==> config.mk <==
export PLATFORM = sky130hd
export DESIGN_NAME = cmd_fifo_reader
export DESIGN_NICKNAME = d
export VERILOG_FILES = /design/src/rtl/cfr_pkg.sv /design/src/rtl/cfr_regs.sv /design/src/rtl/cfr_fetch.sv /design/src/rtl/cfr_events.sv /design/src/rtl/cmd_fifo_reader.sv
export SDC_FILE = /design/constraint.sdc
export NUM_CORES = 1
export LEC_CHECK = 0
export CORE_AREA = 2 2 222 137
export DETAILED_ROUTE_END_ITERATION = 7
export DIE_AREA = 0 0 224 139
export DONT_BUFFER_PORTS = 1
export PLACE_DENSITY = 0.77
export SLEW_MARGIN = 30
export SYNTH_ARGS = -nofsm -noshare
export SYNTH_HDL_FRONTEND = slang
export SYNTH_SLANG_ARGS = --single-unit
==> constraint.sdc <==
create_clock -name clk -period 4.42 [get_ports clk]
set_input_delay 0.221 -clock clk [delete_from_list [all_inputs] [get_ports clk]]
set_output_delay 0.221 -clock clk [all_outputs]
set_load 0.1 [all_outputs]
==> src/rtl/cfr_pkg.sv <==
package cfr_pkg;
  typedef enum logic [2:0] {
    SEL_CTRL   = 3'd0,
    SEL_CLR    = 3'd1,
    SEL_BASE   = 3'd2,
    SEL_TOP    = 3'd3,
    SEL_RDPTR  = 3'd4,
    SEL_BRK    = 3'd5,
    SEL_HIMARK = 3'd6,
    SEL_LOMARK = 3'd7
  } cfg_sel_e;

  localparam int CTL_RDEN  = 0;
  localparam int CTL_BPCLR = 1;
  localparam int CTL_HIEN  = 2;
  localparam int CTL_LOEN  = 3;
  localparam int CTL_LINK  = 4;
  localparam int CTL_BPEN  = 5;

  localparam int ST_HI     = 0;
  localparam int ST_LO     = 1;
  localparam int ST_RDIDLE = 2;
  localparam int ST_CMDIDL = 3;
  localparam int ST_BP     = 4;
  localparam int ST_W      = 5;
endpackage

==> src/rtl/cfr_regs.sv <==
module cfr_regs
  import cfr_pkg::*;
#(
  parameter int ADDR_W = 32,
  parameter int OFF    = 5
) (
  input  logic              clk,
  input  logic              rst,
  input  logic              cfg_we,
  input  logic [2:0]        cfg_sel,
  input  logic [31:0]       cfg_wdata,
  output logic              ctl_rden,
  output logic              ctl_hien,
  output logic              ctl_loen,
  output logic              ctl_link,
  output logic              ctl_bpen,
  output logic [ADDR_W-1:0] base_q,
  output logic [ADDR_W-1:0] top_q,
  output logic [ADDR_W-1:0] brk_q,
  output logic [ADDR_W-1:0] hi_q,
  output logic [ADDR_W-1:0] lo_q,
  output logic              rd_load,
  output logic [ADDR_W-1:0] rd_load_val,
  output logic              bp_clr,
  output logic              clr_hi,
  output logic              clr_lo
);
  cfg_sel_e              sel;
  logic [ADDR_W-1:0]     aligned;

  assign sel     = cfg_sel_e'(cfg_sel);
  assign aligned = {cfg_wdata[ADDR_W-1:OFF], {OFF{1'b0}}};

  always_ff @(posedge clk) begin
    if (rst) begin
      ctl_rden <= 1'b0;
      ctl_hien <= 1'b0;
      ctl_loen <= 1'b0;
      ctl_link <= 1'b0;
      ctl_bpen <= 1'b0;
      base_q   <= '0;
      top_q    <= '0;
      brk_q    <= '0;
      hi_q     <= '0;
      lo_q     <= '0;
    end else if (cfg_we) begin
      case (sel)
        SEL_CTRL: begin
          ctl_rden <= cfg_wdata[CTL_RDEN];
          ctl_hien <= cfg_wdata[CTL_HIEN];
          ctl_loen <= cfg_wdata[CTL_LOEN];
          ctl_link <= cfg_wdata[CTL_LINK];
          ctl_bpen <= cfg_wdata[CTL_BPEN];
        end
        SEL_BASE:   base_q <= aligned;
        SEL_TOP:    top_q  <= aligned;
        SEL_BRK:    brk_q  <= aligned;
        SEL_HIMARK: hi_q   <= aligned;
        SEL_LOMARK: lo_q   <= aligned;
        default: ;
      endcase
    end
  end

  assign rd_load     = cfg_we && (sel == SEL_RDPTR);
  assign rd_load_val = aligned;
  assign bp_clr      = cfg_we && (sel == SEL_CTRL) && cfg_wdata[CTL_BPCLR];
  assign clr_hi      = cfg_we && (sel == SEL_CLR) && cfg_wdata[0];
  assign clr_lo      = cfg_we && (sel == SEL_CLR) && cfg_wdata[1];
endmodule

==> src/rtl/cfr_fetch.sv <==
module cfr_fetch #(
  parameter int ADDR_W = 32,
  parameter int OFF    = 5
) (
  input  logic              clk,
  input  logic              rst,
  input  logic              rd_en,
  input  logic              halt,
  input  logic              has_data,
  input  logic              rd_load,
  input  logic [ADDR_W-1:0] rd_load_val,
  input  logic [ADDR_W-1:0] base,
  input  logic [ADDR_W-1:0] top,
  input  logic              mem_ack,
  output logic              mem_req,
  output logic [ADDR_W-1:0] mem_addr,
  output logic [ADDR_W-1:0] rd_ptr,
  output logic              step
);
  localparam logic [ADDR_W-1:0] STRIDE = ADDR_W'(1) << OFF;

  logic [ADDR_W-1:0] next_ptr;

  // Ring wrap: the top address names the last chunk of the ring.
  always_comb next_ptr = (rd_ptr == top) ? base : rd_ptr + STRIDE;

  always_ff @(posedge clk) begin
    if (rst) begin
      mem_req  <= 1'b0;
      mem_addr <= '0;
      rd_ptr   <= '0;
      step     <= 1'b0;
    end else begin
      step <= 1'b0;
      if (rd_load) begin
        rd_ptr  <= rd_load_val;
        mem_req <= 1'b0;
      end else if (mem_req) begin
        if (mem_ack) begin
          rd_ptr  <= next_ptr;
          mem_req <= 1'b0;
          step    <= 1'b1;
        end
      end else if (rd_en && !halt && has_data) begin
        mem_req  <= 1'b1;
        mem_addr <= rd_ptr;
      end
    end
  end
endmodule

==> src/rtl/cfr_events.sv <==
module cfr_events
  import cfr_pkg::*;
#(
  parameter int ADDR_W = 32
) (
  input  logic              clk,
  input  logic              rst,
  input  logic              step,
  input  logic [ADDR_W-1:0] rd_ptr,
  input  logic [ADDR_W-1:0] wr_ptr,
  input  logic [ADDR_W-1:0] fill,
  input  logic [ADDR_W-1:0] brk,
  input  logic [ADDR_W-1:0] hi_mark,
  input  logic [ADDR_W-1:0] lo_mark,
  input  logic              link,
  input  logic              bpen,
  input  logic              hien,
  input  logic              loen,
  input  logic              bp_clr,
  input  logic              clr_hi,
  input  logic              clr_lo,
  input  logic              cmd_idle,
  output logic              halt,
  output logic [ST_W-1:0]   status,
  output logic [ADDR_W-1:0] fill_q,
  output logic              irq,
  output logic              evt_bp,
  output logic              evt_lo,
  output logic              evt_hi
);
  logic [ADDR_W-1:0] wr_prev;
  logic st_hi, st_lo, st_bp, st_rdidle, st_cmdidle;
  logic bp_fire, lo_fire, hi_fire;

  // Events fire only on the step that lands on the address.
  assign bp_fire = link && bpen && step && (rd_ptr == brk);
  assign lo_fire = link && step && (rd_ptr == lo_mark);
  assign hi_fire = link && (wr_ptr != wr_prev) && (wr_ptr == hi_mark);
  assign halt    = st_bp || bp_fire;

  always_ff @(posedge clk) begin
    if (rst) begin
      wr_prev    <= '0;
      st_hi      <= 1'b0;
      st_lo      <= 1'b0;
      st_bp      <= 1'b0;
      st_rdidle  <= 1'b0;
      st_cmdidle <= 1'b0;
      fill_q     <= '0;
      evt_bp     <= 1'b0;
      evt_lo     <= 1'b0;
      evt_hi     <= 1'b0;
    end else begin
      wr_prev    <= wr_ptr;
      evt_bp     <= bp_fire;
      evt_lo     <= lo_fire;
      evt_hi     <= hi_fire;
      fill_q     <= fill;
      st_rdidle  <= (fill == '0) || halt;
      st_cmdidle <= cmd_idle;
      if (bp_fire)     st_bp <= 1'b1;
      else if (bp_clr) st_bp <= 1'b0;
      if (hi_fire)     st_hi <= 1'b1;
      else if (clr_hi) st_hi <= 1'b0;
      if (lo_fire)     st_lo <= 1'b1;
      else if (clr_lo) st_lo <= 1'b0;
    end
  end

  assign status = {st_bp, st_cmdidle, st_rdidle, st_lo, st_hi};
  assign irq    = (st_hi && hien) || (st_lo && loen) || st_bp;
endmodule

==> src/rtl/cmd_fifo_reader.sv <==
module cmd_fifo_reader
  import cfr_pkg::*;
#(
  parameter int ADDR_W      = 32,
  parameter int CHUNK_BYTES = 32
) (
  input  logic              clk,
  input  logic              rst,
  input  logic              cfg_we,
  input  logic [2:0]        cfg_sel,
  input  logic [31:0]       cfg_wdata,
  input  logic [ADDR_W-1:0] wr_ptr_i,
  input  logic              cmd_idle_i,
  output logic              mem_req_o,
  output logic [ADDR_W-1:0] mem_addr_o,
  input  logic              mem_ack_i,
  output logic [ADDR_W-1:0] rd_ptr_o,
  output logic [ADDR_W-1:0] fill_o,
  output logic [ST_W-1:0]   status_o,
  output logic              irq_o,
  output logic              evt_bp_o,
  output logic              evt_lo_o,
  output logic              evt_hi_o
);
  localparam int OFF = $clog2(CHUNK_BYTES);
  localparam logic [ADDR_W-1:0] CHUNK = ADDR_W'(CHUNK_BYTES);

  logic ctl_rden, ctl_hien, ctl_loen, ctl_link, ctl_bpen;
  logic [ADDR_W-1:0] base_q, top_q, brk_q, hi_q, lo_q, rd_load_val;
  logic rd_load, bp_clr, clr_hi, clr_lo, halt, step;
  logic [ADDR_W-1:0] wr_al, ring, fill;
  logic unused_lowbits;

  assign wr_al          = {wr_ptr_i[ADDR_W-1:OFF], {OFF{1'b0}}};
  assign unused_lowbits = ^wr_ptr_i[OFF-1:0];

  // Fill modulo ring size.
  always_comb begin
    ring = top_q - base_q + CHUNK;
    if (wr_al >= rd_ptr_o) fill = wr_al - rd_ptr_o;
    else                   fill = wr_al + ring - rd_ptr_o;
  end

  cfr_regs #(.ADDR_W(ADDR_W), .OFF(OFF)) u_regs (
    .clk(clk), .rst(rst), .cfg_we(cfg_we), .cfg_sel(cfg_sel), .cfg_wdata(cfg_wdata),
    .ctl_rden(ctl_rden), .ctl_hien(ctl_hien), .ctl_loen(ctl_loen),
    .ctl_link(ctl_link), .ctl_bpen(ctl_bpen),
    .base_q(base_q), .top_q(top_q), .brk_q(brk_q), .hi_q(hi_q), .lo_q(lo_q),
    .rd_load(rd_load), .rd_load_val(rd_load_val),
    .bp_clr(bp_clr), .clr_hi(clr_hi), .clr_lo(clr_lo)
  );

  cfr_fetch #(.ADDR_W(ADDR_W), .OFF(OFF)) u_fetch (
    .clk(clk), .rst(rst), .rd_en(ctl_rden), .halt(halt), .has_data(fill != '0),
    .rd_load(rd_load), .rd_load_val(rd_load_val), .base(base_q), .top(top_q),
    .mem_ack(mem_ack_i), .mem_req(mem_req_o), .mem_addr(mem_addr_o),
    .rd_ptr(rd_ptr_o), .step(step)
  );

  cfr_events #(.ADDR_W(ADDR_W)) u_events (
    .clk(clk), .rst(rst), .step(step), .rd_ptr(rd_ptr_o), .wr_ptr(wr_al), .fill(fill),
    .brk(brk_q), .hi_mark(hi_q), .lo_mark(lo_q), .link(ctl_link), .bpen(ctl_bpen),
    .hien(ctl_hien), .loen(ctl_loen), .bp_clr(bp_clr), .clr_hi(clr_hi), .clr_lo(clr_lo),
    .cmd_idle(cmd_idle_i), .halt(halt), .status(status_o), .fill_q(fill_o), .irq(irq_o),
    .evt_bp(evt_bp_o), .evt_lo(evt_lo_o), .evt_hi(evt_hi_o)
  );
endmodule

* Word-level counts from Yosys, hierarchy flattened
Cells that the tools add are included.
Storage, ports and cells: bits in registers 278, bits in latches 0, RAM bits 0, bits in read-only memories 0, bits of input ports 72, output and inout port bits 106, word-level logic and storage cells 103, memories kept 0
Operators by class: $add $sub $neg 6, multipliers 0, divide/modulo/power cells 0, $lt $le $gt $ge 1, equality and inequality tests 12, shift operators 0, mux-type cells 15, bitwise gates (word level) 2, reductions and logical operators 41
Operator list (number):
- $mux W32 | 5
- $eq A32 B32 Y1 | 3
- $sub A32 B32 Y32 | 3
- $add A32 B6 Y32 const B | 2
- $add A32 B32 Y32 | 1
- $ge A32 B32 Y1 | 1
- $logic_not A32 Y1 | 1
- $ne A32 B32 Y1 | 1
- $reduce_bool A32 Y1 | 1
- $eq A27 B27 Y1 | 1
- $logic_and A1 B1 Y1 | 17
- $reduce_and A2 Y1 | 8
- $eq A3 B3 Y1 const B | 4
- $mux W1 | 10
- $reduce_bool A2 Y1 | 5
- $eq A3 B2 Y1 const B | 2
- $logic_or A1 B1 Y1 | 4
- $eq A3 B1 Y1 const B | 1
- $logic_not A3 Y1 | 1
- $reduce_and A3 Y1 | 1
- $reduce_or A3 Y1 | 1
- $not A1 Y1 | 2
- $reduce_or A2 Y1 | 1
- $logic_not A1 Y1 | 1

* Logic depth before layout (Yosys ltp)
depth after elaboration 9, gate-level depth with buffers 20, mapped depth without buffers 17

* Hierarchy
A second synthesis with hierarchy kept.
Unflattened totals: cell total of the unflattened synthesis 2074, area total of the unflattened synthesis 18694.2 µm²
Modules (own cells, without submodules):
- cfr_regs | instances 1, cells each 563, area an instance 6085.8 µm², sequential area each 2802.7 µm²
- cmd_fifo_reader | instances 1, cells each 686, area an instance 5415.2 µm², sequential area each 0.0 µm²
- cfr_fetch | instances 1, cells each 476, area an instance 3714.8 µm², sequential area each 1321.3 µm²
- cfr_events | instances 1, cells each 349, area an instance 3478.3 µm², sequential area each 1441.4 µm²

* Worst setup path after synthesis
OpenSTA, ideal clock, no wires.
path kind reg-to-reg, start point register u_fetch.rd_ptr[8], end point register u_fetch.mem_addr[0], setup time 0.123 ns, arrival time 5.267 ns, data required time 4.297 ns, slack -0.970 ns, stages on the path, launching flop included 19, buffers on the path 2, clock period less this slack 5.390 ns, cells stage by stage dfxtp_1 fa_1 inv_1 fa_1 ha_1 ha_1 clkbuf_1 and3_1 a221oi_1 or3b_1 nand2_1 and3_1 or3_1 a221oi_1 nand4_1 a2111oi_4 buf_6 nor2_1 mux2_1
On the way: longest elaborated chain between the ends 7, elaborated cells between the ends (all ways) 12, classes of those cells add/sub (2); order compare (1); eq/ne (1); mux (1); reduce/logical (7)
Ends and longest elaborated chain:
- from (decl) | RTL line cfr_fetch.sv:17 | output logic [ADDR_W-1:0] rd_ptr,
- from (signal assigned) | RTL line cfr_fetch.sv:36 | rd_ptr <= rd_load_val;
- from (signal assigned) | RTL line cfr_fetch.sv:40 | rd_ptr <= next_ptr;
- branches (longest 5 deep; another with $sub A32 B32 Y32)
- $logic_and A1 B1 Y1 (*) | RTL line cfr_fetch.sv:44 | end else if (rd_en && !halt && has_data) begin
- $reduce_and A3 Y1 (no line) (*)
- to (signal assigned) | RTL line cfr_fetch.sv:46 | mem_addr <= rd_ptr;
- to (decl) | RTL line cfr_fetch.sv:16 | output logic [ADDR_W-1:0] mem_addr,
Mark *: on every way between the ends. A chain may end at the register's enable or synchronous reset.

* Worst setup path in the final report
start point register u_fetch.rd_ptr[18], end point register u_fetch.mem_addr[28]
The elaborated chain is that of the path after synthesis.

==> impl_results.md <==
- Status: finished, violations left
- Failing checks: DRC, setup timing
- Critical path launch point type: register
- Multi-input logic area: 0.0107 sq mm
- Initial antenna violation count: 9
- Final net count: 2738
- WL final: about 76 mm
- Net switching power: between 3 and 4 mW
- Final ANT Viol Nets: 0
- Core area: about 0.03 sq mm
- Die H: 139 um
- Pint: 5.18 mW
- Post-Syn Area: 0.0169 sq mm
- Via-per-instance ratio: 6.56
- Clock latency on the worst-skew pair: 0.58 ns
- Gr usage total: a little under half
- Min cycle time layout: 5.15 ns
- Gate Count Post-Synth: 2120
- Sequential cell area fraction in the yosys report: ~32%
- Vias in the first global route: 17900
- GRT Residual Overflow: 0
- Final setup viols: 34
- RSZ-0062 raised after global routing: yes
- Placed cell area: a little under 0.02 sq mm
- Fmax: roughly 0.19 GHz
- VDD IR max: ~0.31 mV
- Max incr delay on CP: between 0.5 and 0.6 ns
- Clock tree buffer depth: 3
- Combinational share of power: approximately a third
- Via Count: just under 20000
- 1st-iter DRT viols: approximately 3200
- Initial core utilization: 57.8%
- Syn_nets: 2335
- Final number of hold-violating endpoints: 0
- Max-Cap Viols: 0
- Cell count after placement: 2661
- CP Max Fanout: 6
- Slew Viols, Final: 0
- Num CTS Buffers: 27
- Clock sink total: between 200 and 300
- Ys async rst share: 0%
- H-Tree Depth: 1
- CTS tree: done
- Ports: about 180
- WP buf/inv: 5
- Remaining DRCs: 15
- Root buffer cell: clkbuf_16
- Worst EP arrival: 5.57 ns
- Clock Power Share: 29.6%
- Die area: around 0.031 sq mm
- Chip Width: approximately 220 um
- Initial DRT Pass Iterations: 7
- Critical path class: register to register
- Critical-path top delay cell: fa_1
- Most used DFF post-synth: dfxtp_1
- Fillcell total: between 1500 and 2000
- Gpl congestion: 1.04
- PnR worst setup slack: -0.728 ns
- Post-synthesis area per instance: 7.98 sq um
- Final Cell Area: 0.0226 sq mm
- First-pass GRT wire length: between 100 and 150 mm
- Pleak: roughly 9.9 nW
- Total number of yosys warnings: 0
- Power Dens Cells: 365 mW/mm^2
- Yosys cell types: 73
- Crit-path most repeated cell: a2111oi_4
- Worst-path cell chain: fa_1 > inv_1 > fa_1 > ha_1 > ha_1 > a21o_1 > a31o_2 > a2111oi_4 > nand3_2 > and2_4 > a2111oi_4 > o32ai_1 > o21ai_1 > a2111oi_4 > buf_6 > buf_12 > buf_4 > clkbuf_16 > o41ai_1
- CP required: 4.84 ns
- Setup Skew: 0.0182 ns
- Area Overhead vs Synth: 33.9%
- Largest net degree at the start of global routing: ~190
- Post-synth EDFFs: 0
- Reg area: 0.00554 sq mm
- Sw Share: 37.3%
- Final Cycle Share: 116%
- Sequential fraction of design power: approximately 36%
- Hold Path Class: input port to register
- CP delay by family, top: compound AO/OA/AOI/OAI gates
- Detailed-route wire length per cell: approximately 26 um
- Share of layout cells above drive strength 1: 17.8%
- Relative slew slack: 28.1%
- Non-filler cells, final: between 2000 and 3000
- Post-detail-place hpwl: roughly 52 mm
- Yosys reg bits: 273
- Port Buffer Count: 0
- CP endpoint kind: register
- Worst-Margin Slew: about 1.1 ns
- Std cell rows: 49
- Clock transition at path regs: 0.07 ns
==> path summary, 6_finish.rpt <==
| check | cells past startpoint | slack, ns | startpoint | endpoint |
|---|---|---|---|---|
| setup / recovery | 19 | -0.73 | u_fetch.rd_ptr[18] | u_fetch.mem_addr[28] |
| hold / removal | 2 | 0.05 | rst | u_events.st_rdidle |
| setup reg to reg | 19 | -0.73 | u_fetch.rd_ptr[18] | u_fetch.mem_addr[28] |
| hold reg to reg | 2 | 0.49 | u_regs.hi_q[11] | u_regs.hi_q[11] |
==> registers in the layout, summed over array words and instances (netlist names), 27 cells and up <==
register,flops
u_events.fill_q,32
u_fetch.mem_addr,32
u_fetch.rd_ptr,32
u_events.wr_prev,27
u_regs.base_q,27
u_regs.brk_q,27
u_regs.hi_q,27
u_regs.lo_q,27
u_regs.top_q,27
==> what timing repair did <==
item                       4_1_cts  5_1_grt
buffers inserted                 2        5
hold endpoints to repair       265        0
pin swaps                        3       16
hold buffers                   203        0
resized for setup                7       33
setup endpoints to repair       34       34
cloned                           0        5
==> cells in the mapped netlist (6+ instances only) <==
cell type	n	share of area, %
a211oi_1	26	1.2
a21o_1	23	1.0
a21oi_1	252	7.5
a31oi_1	13	0.48
and2_1	13	0.48
and3_1	13	0.48
buf_1	9	0.20
buf_4	11	0.49
clkbuf_1	120	2.7
dfxtp_1	273	32
fa_1	53	6.3
ha_1	90	6.7
inv_1	118	2.6
mux2i_1	9	0.53
nand2_1	386	8.6
nand2b_1	8	0.30
nand3_1	38	1.1
nand4_1	35	1.3
nor2_1	134	3.0
nor2b_1	11	0.41
nor3_1	25	0.74
nor4_1	29	1.1
o211ai_1	39	1.7
o21a_1	11	0.49
o21ai_0	48	1.4
o221ai_1	6	0.31
o22ai_1	9	0.33
o41ai_1	33	1.7
xnor2_1	76	3.9
xor2_1	119	6.2
==> metrics by stage <==
step | total power, mW | worst slack (ns) | TNS [ns] | util, % | hold WS [ns]
floorplan | 4.45 | -0.298 | -8.68 | - | 0.347
global route | 8.47 | -0.877 | -24.32 | 77.4 | 0.0753
global placement | 5.52 | -0.469 | -13.64 | 65.9 | 0.314
detailed placement | 5.55 | -0.537 | -15.73 | 66.0 | 0.313
finish | 8.26 | -0.728 | -17.64 | 77.4 | 0.0506
CTS | 8.04 | -0.423 | -12.05 | 76.3 | 0.00600
==> metal layers <==
| metal | vias to the layer above | global-route usage (%) | part of all wire (%) |
|---|---|---|---|
| met5 | - | 0 | 0.11 |
| met2 | 1620 | 63.7 | 38 |
| met4 | 14 | 17.7 | 5.7 |
| met1 | 9006 | 62.6 | 38 |
| met3 | 466 | 23.4 | 18 |
| li1 | 8099 | - | - |
==> cells in the final DEF, fill, tap and decap left out, types with 7 or more instances in the layout <==
| cell type | Yosys | routed |
|---|---|---|
| nand2_1 | 386 | 385 |
| buf_4 | 11 | 302 |
| a21oi_1 | 252 | 249 |
| dfxtp_1 | 273 | 244 |
| dlygate4sd3_1 | 0 | 202 |
| nor2_1 | 134 | 127 |
| xor2_1 | 119 | 119 |
| inv_1 | 118 | 118 |
| ha_1 | 90 | 85 |
| xnor2_1 | 76 | 76 |
| fa_1 | 53 | 53 |
| o21ai_0 | 48 | 46 |
| o211ai_1 | 39 | 39 |
| nand3_1 | 38 | 36 |
| nand4_1 | 35 | 35 |
| clkbuf_16 | 0 | 32 |
| nor4_1 | 29 | 29 |
| nor3_1 | 25 | 24 |
| a211oi_1 | 26 | 24 |
| o41ai_1 | 33 | 24 |
| a21o_1 | 23 | 23 |
| dfxtp_4 | 0 | 17 |
| and2_1 | 13 | 12 |
| dfxtp_2 | 0 | 12 |
| nor2b_1 | 11 | 11 |
| o21a_1 | 11 | 11 |
| and3_1 | 13 | 11 |
| a31oi_1 | 13 | 10 |
| o22ai_1 | 9 | 9 |
| mux2i_1 | 9 | 9 |
| o41ai_2 | 0 | 9 |
| nand2b_1 | 8 | 8 |
| clkinv_2 | 0 | 7 |
==> cell type report <==
| cell class | count | area share, % |
|---|---|---|
| repair buffers | 518 | 20.2 |
| inverters | 119 | 1.98 |
| well taps | 382 | 2.11 |
| flip-flops and latches | 273 | 24.5 |
| diodes | 2 | 0.0221 |
| clock inverters | 14 | 0.702 |
| clock buffers | 36 | 3.26 |
| multi-input cells | 1584 | 47.3 |
==> power groups by stage <==
stage                     clock, mW  combinational (mW)  sequential, mW
after floorplan                   0                1.39            3.06
after global placement            0                2.49            3.03
after detailed placement          0                2.52            3.03
after CTS                      2.41                2.66            2.98
after global routing           2.50                2.99            2.98
final                          2.45                2.83            2.98
==> cells by family after synthesis <==
| logic type | synth area share (%) |
|---|---|
| and+or+nand+nor | 18.6 |
| AOI/OAI and AO/OA | 19.2 |
| DFF | 32.3 |
| buffers and inverters | 6.15 |
| xor gates and xnor gates | 10.1 |
| adders and majority gates | 12.9 |
| muxes | 0.733 |
(Power assumes the default switching activity.)
